[src/rtl/apb_xfer_ctrl.sv]
module apb_xfer_ctrl #(
  parameter int ADDR_W = 32,
  parameter int DATA_W = 32,
  parameter int NSLV   = 4,
  parameter logic [NSLV*ADDR_W-1:0] SLV_BASE = {32'h0000_3000, 32'h0000_2000, 32'h0000_1000, 32'h0000_0000},
  parameter logic [NSLV*ADDR_W-1:0] SLV_MASK = {4{32'hFFFF_F000}}
) (
  input  logic              pclk,
  input  logic              presetn,
  input  logic              cmd_valid,
  output logic              cmd_ready,
  input  logic              cmd_write,
  input  logic [ADDR_W-1:0] cmd_addr,
  input  logic [DATA_W-1:0] cmd_wdata,
  output logic              rsp_valid,
  output logic [DATA_W-1:0] rsp_rdata,
  output logic              rsp_err,
  output logic [ADDR_W-1:0] paddr,
  output logic [NSLV-1:0]   psel,
  output logic              penable,
  output logic              pwrite,
  output logic [DATA_W-1:0] pwdata,
  input  logic [DATA_W-1:0] prdata,
  input  logic              pready,
  input  logic              pslverr
);

  typedef enum logic [1:0] {ST_IDLE, ST_SETUP, ST_ACCESS} st_t;

  st_t               state;
  logic [NSLV-1:0]   hit, sel_q;
  logic              found, err_pend, done, take, take_ok, take_bad;
  logic [ADDR_W-1:0] addr_q;
  logic [DATA_W-1:0] wd_q;
  logic              wr_q;

  always_comb begin
    hit   = '0;
    found = 1'b0;
    for (int i = 0; i < NSLV; i++) begin
      if (!found && ((cmd_addr & SLV_MASK[i*ADDR_W +: ADDR_W]) == SLV_BASE[i*ADDR_W +: ADDR_W])) begin
        hit[i] = 1'b1;
        found  = 1'b1;
      end
    end
  end

  assign done      = (state == ST_ACCESS) && pready;
  assign cmd_ready = !err_pend && ((state == ST_IDLE) || done);
  assign take      = cmd_valid && cmd_ready;
  assign take_ok   = take && found;
  assign take_bad  = take && !found;

  always_ff @(posedge pclk or negedge presetn) begin
    if (!presetn) begin
      state     <= ST_IDLE;
      sel_q     <= '0;
      addr_q    <= '0;
      wd_q      <= '0;
      wr_q      <= 1'b0;
      err_pend  <= 1'b0;
      rsp_valid <= 1'b0;
      rsp_rdata <= '0;
      rsp_err   <= 1'b0;
    end else begin
      if (take_ok) begin
        sel_q  <= hit;
        addr_q <= cmd_addr;
        wd_q   <= cmd_wdata;
        wr_q   <= cmd_write;
      end
      case (state)
        ST_IDLE:   if (take_ok) state <= ST_SETUP;
        ST_SETUP:  state <= ST_ACCESS;
        ST_ACCESS: if (pready) state <= take_ok ? ST_SETUP : ST_IDLE;
        default:   state <= ST_IDLE;
      endcase
      rsp_valid <= 1'b0;
      if (done) begin
        rsp_valid <= 1'b1;
        rsp_rdata <= prdata;
        rsp_err   <= pslverr;
      end else if (err_pend || take_bad) begin
        rsp_valid <= 1'b1;
        rsp_rdata <= '0;
        rsp_err   <= 1'b1;
      end
      err_pend <= done && take_bad;
    end
  end

  assign psel    = (state == ST_IDLE) ? '0 : sel_q;
  assign penable = (state == ST_ACCESS);
  assign paddr   = addr_q;
  assign pwrite  = wr_q;
  assign pwdata  = wd_q;

  a_r2_single_select: assert property (@(posedge pclk) disable iff (!presetn)
    $onehot0(psel));

  a_r3_setup_then_access: assert property (@(posedge pclk) disable iff (!presetn)
    (psel != '0 && !penable) |=> (penable && $stable(psel)));

  a_r3_enable_needs_select: assert property (@(posedge pclk) disable iff (!presetn)
    penable |-> (psel != '0));

  a_r4_hold_in_wait: assert property (@(posedge pclk) disable iff (!presetn)
    (penable && !pready) |=> (penable && $stable(psel) && $stable(paddr) && $stable(pwrite) && $stable(pwdata)));

  a_r5_response_after_done: assert property (@(posedge pclk) disable iff (!presetn)
    (penable && pready) |=> (rsp_valid && rsp_rdata == $past(prdata) && rsp_err == $past(pslverr)));

  a_r9_no_take_while_waiting: assert property (@(posedge pclk) disable iff (!presetn)
    (penable && !pready) |-> !cmd_ready);

  a_r9_no_take_in_setup: assert property (@(posedge pclk) disable iff (!presetn)
    (psel != '0 && !penable) |-> !cmd_ready);

endmodule

[config.mk]
export PLATFORM = sky130hd
export DESIGN_NAME = apb_xfer_ctrl
export DESIGN_NICKNAME = d
export VERILOG_FILES = /design/src/rtl/apb_xfer_ctrl.sv
export SDC_FILE = /design/constraint.sdc
export NUM_CORES = 1
export LEC_CHECK = 0
export BUFFER_PORTS_ARGS = -buffer_cell sky130_fd_sc_hd__buf_2
export CAP_MARGIN = 20
export CORE_ASPECT_RATIO = 1.1
export CORE_UTILIZATION = 40
export DETAILED_ROUTE_END_ITERATION = 10
export PLACE_DENSITY = 0.72
export REMOVE_ABC_BUFFERS = 1
export SETUP_SLACK_MARGIN = 0.15
export SYNTH_ARGS = -nofsm -noshare
export SYNTH_HDL_FRONTEND = slang
export SYNTH_SLANG_ARGS = --single-unit
[constraint.sdc]
create_clock -name pclk -period 4.8 [get_ports pclk]
set_clock_uncertainty 0.05 [all_clocks]
set_input_delay 0.96 -clock pclk [delete_from_list [all_inputs] [get_ports pclk]]
set_output_delay 0.96 -clock pclk [all_outputs]
set_load 0.05 [all_outputs]
==> impl_metrics.csv, run 1 <==
group,metric,value,unit
clock_network,clkLatencyLatePin,0.35,ns
floorplanning,initial_utilization,41.70,%
clock_network,cts_tree,"done",
clock_network,hold_buffers,0,
synth,synthCells,252,
sta,finalSetupViolations,0,
setup_path,crit_type,"input pin to register",
synth,ys.flop_type,"dfrtp_1",
setup_path,crit_arrival,2.93,ns
setup_path,required,4.99,ns
setup_path,crit_path_max_fanout,70,
run,drv_cap,0,
sta,fin_crit_sh,56.98,%
clock_network,htree_levels,3,
synth,avgSynthCellArea,15.70,um2
global_routing,grt_util_all_layers,16.44,%
layout,num-nets-final,561,
floorplanning,die_area,10300,um2
sta,final-hold-violation-count,0,
synth,netlist_area,3958,um2
sta,report.final.slew_viol_count,0,
route,drtPass1Iterations,4,
global_routing,use_met2,26.81,%
route,totalWireLength,8.245,mm
pwr,peakVddDrop,0.1669,mV
clock_network,cts-root-buf,"clkbuf_8",
floorplanning,dieWidth,96.84,um
route,drtIter0Drc,61,
clock_network,ctsResizeCount,0,
layout,final_cell_mix,"205 x buf_2, 106 x dfrtp_1, 46 x mux2_2",
pwr,p_per_area,279.8,nW/um2
outcome,status,"complete, no violations",
place,io_buffers,206,
sta,slew_headroom,45.05,%
clock_network,numCtsBuffers,9,
floorplanning,ios,207,
clock_network,cts_setup_buffers,0,
sta,timing.fmax,365.6,MHz
layout,n_antenna_cell,0,
global_routing,overflow,0,
global_routing,busiest_layer,"met2",
layout,fillers,806,
route,antenna_left,0,
clock_network,clk_pin_slew,0.10,ns
global_routing,grt_first_pass_wirelength,13.44,mm
synth,yosys_warnings,0,
sta,tightest_slew,0.8242,ns
synth,synth.distinct_cells,26,
pwr,leakagePower,3.096,nW
route,viasPerCell,4.733,
synth,postSynth.asyncResetShare,100.0,%
sta,period_needed,2.735,ns
global_routing,grt_max_degree,71,
global_routing,grt_pass1_vias,2759,
sta,tns,0,ns
route,num_vias,2750,
pwr,p_total,0.001465,W
worst_hold_path,min-delay-path-class,"register to register",
synth,synth-edff-count,0,
floorplanning,die_h,106.3,um
setup_path,crit_path_end_kind,"register",
setup_path,crit_path_start_kind,"input pin",
route,route.detailed.wl_per_inst,14.19,um
layout,syn2layout_area_growth,32.28,%
clock_network,cts.sinks,106,
sta,rsz0062_at_grt,"no",
layout,final_common_cell,"buf_2",
global_routing,grt_use_met1,20.65,%
synth,ys_ff_latch,106,
floorplanning,row_count,37,
place,place_hpwl,6.007,mm
global_routing,globalRouteMet3Util,5.260,%
synth,ys_seq_area_share,67.02,%
global_routing,antenna_found_initial,0,
floorplanning,core-area,9490,um2
layout,drive_above_1_share,59.27,%
clock_network,clockBufferDepth,2,
route,drc,0,
place,globalplace.congestion,0.7254,
==> power breakdown <==
group	total, W	internal [W]	switching, W
registers	0.000893	0.000893	0.0000000935
logic	0.0000712	0.0000339	0.0000373
clock network	0.000501	0.000198	0.000303
total	0.00146	0.00112	0.000341
==> through the flow <==
step | setup WS, ns | utilization [%] | hold WS, ns | std cells | instance area (um2)
2_1_floorplan | 1.057 | - | 0.4227 | 238 | 3840
3_3_place_gp | 1.726 | 53.21 | 0.4121 | 565 | 5050
3_5_place_dp | 1.686 | 53.21 | 0.4238 | 565 | 5050
4_1_cts | 2.086 | 55.16 | 0.4462 | 581 | 5235
5_1_grt | 1.943 | 55.16 | 0.4691 | 581 | 5235
6_report | 2.065 | 55.16 | 0.4397 | 581 | 5235
==> sequential cells by signal, indices dropped and copies added (netlist names) <==
| signal | flops |
|---|---|
| err_pend | 1 |
| paddr | 32 |
| pwdata | 32 |
| sel_q | 4 |
| state | 2 |
| rsp_err | 1 |
| rsp_valid | 1 |
| rsp_rdata | 32 |
| pwrite | 1 |
==> Yosys cell counts, types with 2 or more instances <==
| cell | n | area [um2] |
|---|---|---|
| dfrtp_1 | 106 | 2653 |
| mux2_2 | 46 | 518.0 |
| a22o_1 | 32 | 280.3 |
| nor2b_1 | 24 | 150.1 |
| buf_6 | 8 | 90.09 |
| nor2_1 | 5 | 18.77 |
| inv_1 | 4 | 15.01 |
| mux2_1 | 4 | 45.04 |
| clkbuf_1 | 3 | 11.26 |
| nor4_1 | 3 | 18.77 |
| mux2i_1 | 2 | 20.02 |
==> routing by layer <==
| metal | vias up | share of wire [%] |
|---|---|---|
| li1 | 1317 | - |
| met1 | 1299 | 43 |
| met2 | 128 | 49 |
| met3 | 6 | 7.5 |
| met4 | 0 | 0.86 |
| met5 | - | 0 |
==> cell type report <==
| class | count | area [um2] | share of cell area (%) |
|---|---|---|---|
| flip-flops and latches | 106 | 2653 | 50.67 |
| multi-input cells | 128 | 1172 | 22.39 |
| repair buffers | 210 | 1064 | 20.32 |
| well taps | 117 | 146.4 | 2.796 |
| clock buffers | 9 | 123.9 | 2.366 |
| clock inverters | 7 | 61.31 | 1.171 |
| inverters | 4 | 15.01 | 0.2868 |
==> critical path, stage by stage <==
cell	delay, ns
buf_2	0.09
nor4_1	0.29
nand4_1	0.28
nor3_4	0.18
buf_4	0.63
mux2_2	0.42
==> worst paths after layout <==
check,startpoint,end,slack (ns),cells past startpoint
worst max-delay path,cmd_addr[18],paddr[13],2.07,6
worst min-delay path,pwdata[0],pwdata[0],0.44,1
worst max register to register,err_pend,paddr[13],2.63,5
worst min register to register,pwdata[0],pwdata[0],0.44,1
max in group asynchronous,presetn,rsp_rdata[25],3.04,2
min in group asynchronous,presetn,rsp_rdata[28],0.60,1
==> logic make-up (layout without fill, tap and decap cells) <==
family / after synthesis / after routing / share of synthesized area [%]
DFF: 106 / 106 / 67.02
muxes: 52 / 52 / 14.73
and+or+nand+nor: 40 / 40 / 6.355
buffers and inverters: 18 / 230 / 3.351
AOI/OAI and AO/OA: 36 / 36 / 8.536
No activity file was read; power rests on OpenSTA's default activity.
==> run 2: changes to the inputs <==
Settings changed: PLACE_DENSITY 0.72 to 0.75.
Clock period 4.8 ns to 2.35 ns, I/O delays scaled along.
==> run 2 against run 1 <==
- total power increased by 110%
- worst setup slack worse by 1.6 ns
- global-route usage increased by 0.28 points
- cell area is 1.6% higher
- clock power is 120% higher
- wire length is 3.1% higher
- flip-flop and latch count did not move
- largest cell class unchanged
==> impl_metrics.csv, run 2 (synthesis gave the netlist of run 1 again) <==
group,metric,value,unit
pwr,p_total,0.003053,W
pwr,p_clk_share,35.3,%
route,antenna_left,0,
route,drtPass1Iterations,4,
layout,syn2layout_area_growth,34.37,%
route,drtIter0Drc,74,
setup_path,crit_type,"input pin to register",
sta,fin_crit_sh,80.42,%
layout,n_antenna_cell,0,
setup_path,crit_path_end_kind,"register",
global_routing,overflow,0,
sta,rsz0062_at_grt,"no",
pwr,p_per_area,574.1,nW/um2
sta,hold_ws,0.03209,ns
clock_network,numCtsBuffers,9,
setup_path,required,2.55,ns
route,drc,0,
global_routing,grt_max_degree,45,
place,io_buffers,206,
pwr,p_seq_share,59.7,%
pwr,power.internal,0.002337,W
sta,finalWorstSetupSlack,0.4600,ns
global_routing,antenna_found_initial,0,
floorplanning,row_count,37,
route,totalWireLength,8.497,mm
clock_network,cts_tree,"done",
place,place_hpwl,6.262,mm
place,globalplace.congestion,0.7584,
clock_network,clkLatencyLatePin,0.35,ns
clock_network,hold_buffers,0,
clock_network,clockBufferDepth,2,
floorplanning,ios,207,
sta,timing.fmax,529.1,MHz
layout,final_cell_mix,"205 x buf_2, 106 x dfrtp_1, 46 x mux2_2",
clock_network,ctsResizeCount,0,
setup_path,crit_path_start_kind,"input pin",
setup_path,crit_arrival,2.09,ns
layout,drive_above_1_share,59.53,%
pwr,comb_power_share,5.0,%
floorplanning,die_h,106.3,um
setup_path,crit_path_max_fanout,42,
route,viasPerCell,4.774,
sta,period_needed,1.890,ns
worst_hold_path,min-delay-path-class,"input pin to asynchronous set/reset pin",
outcome,status,"complete, no violations",
layout,final_util,56.03,%
setup_path,cp_slowest_cell,"or4_4",
global_routing,grt_util_all_layers,16.72,%
sta,tightest_slew,0.5883,ns
layout,fillers,802,
run,drv_cap,0,
clock_network,htree_levels,3,
route,num_vias,2788,
sta,slew_headroom,60.78,%
setup_path,crit_path_cell_trace,"buf_2 -> or4_4 -> nor3_4 -> buf_12 -> mux2_2",
pwr,leakagePower,3.138,nW
floorplanning,dieWidth,96.84,um
clock_network,cts_setup_buffers,0,
global_routing,grt_first_pass_wirelength,13.48,mm
layout,final_common_cell,"buf_2",
floorplanning,die_area,10300,um2
sta,final-hold-violation-count,0,
setup_path,slowest_delay,0.57,ns
pwr,peakVddDrop,0.4100,mV
sta,report.final.slew_viol_count,0,
floorplanning,core-area,9490,um2
route,route.detailed.wl_per_inst,14.55,um
sta,finalSetupViolations,0,
floorplanning,initial_utilization,41.70,%
clock_network,cts.sinks,106,
place,post-place-ws,0.08112,ns
global_routing,grt_pass1_vias,2799,
layout,num-nets-final,564,
clock_network,clk_pin_slew,0.11,ns
pwr,net-switching-power,0.0007153,W
clock_network,cts-root-buf,"clkbuf_8",
pwr,switching_share,23.43,%
## run 2: stage by stage
step	setup TNS [ns]	cells	instance area (um2)
CTS	0	584	5318
global route	0	584	5318
finish	0	584	5318
floorplan	-59.49	238	3840
global placement	0	568	5122
detailed placement	0	568	5122
## run 2: area by class of cell
| type | instances | area, um2 | share of cell area (%) |
|---|---|---|---|
| clock buffer | 10 | 137.6 | 2.588 |
| timing repair buffer | 213 | 1136 | 21.36 |
| sequential | 106 | 2653 | 49.88 |
| tap | 117 | 146.4 | 2.753 |
| multi-input combinational | 128 | 1172 | 22.05 |
| clock inverter | 6 | 57.56 | 1.082 |
| inverter | 4 | 15.01 | 0.2824 |
## run 2: critical path: cells and delay by family
| family | cells | cell delay (ns) |
|---|---|---|
| buf+inv | 2 | 0.36 |
| simple gates | 2 | 0.86 |
| mux | 1 | 0.37 |
## run 2: routing by layer
metal | up-vias | part of all wire, % | global-route usage, %
li1 | 1319 | - | -
met1 | 1322 | 43 | 21.08
met2 | 136 | 47 | 26.96
met3 | 11 | 7.7 | 4.668
met4 | 0 | 1.7 | 7.463
met5 | - | 0 | 0
## run 2: path summary, 6_finish.rpt
path                                   start             to  slack [ns]  cells past startpoint
worst min register to register     pwdata[3]      pwdata[3]        0.45                      1
worst min-delay path                 presetn   rsp_rdata[4]        0.03                      1
worst max-delay path            cmd_addr[22]      pwdata[8]        0.46                      5
min in group pclk                 prdata[11]  rsp_rdata[11]        0.27                      2
worst max register to register      state[1]      pwdata[8]        0.53                      5
max in group asynchronous            presetn     pwdata[19]        1.49                      2
## run 2: power groups by stage
stage                     combinational [W]  clock, W  sequential [W]
after CTS                          0.000157   0.00112         0.00182
after global routing               0.000172   0.00120         0.00182
after detailed placement           0.000156         0         0.00186
after global placement             0.000150         0         0.00186
final                              0.000153   0.00108         0.00182
after floorplan                   0.0000178         0         0.00186
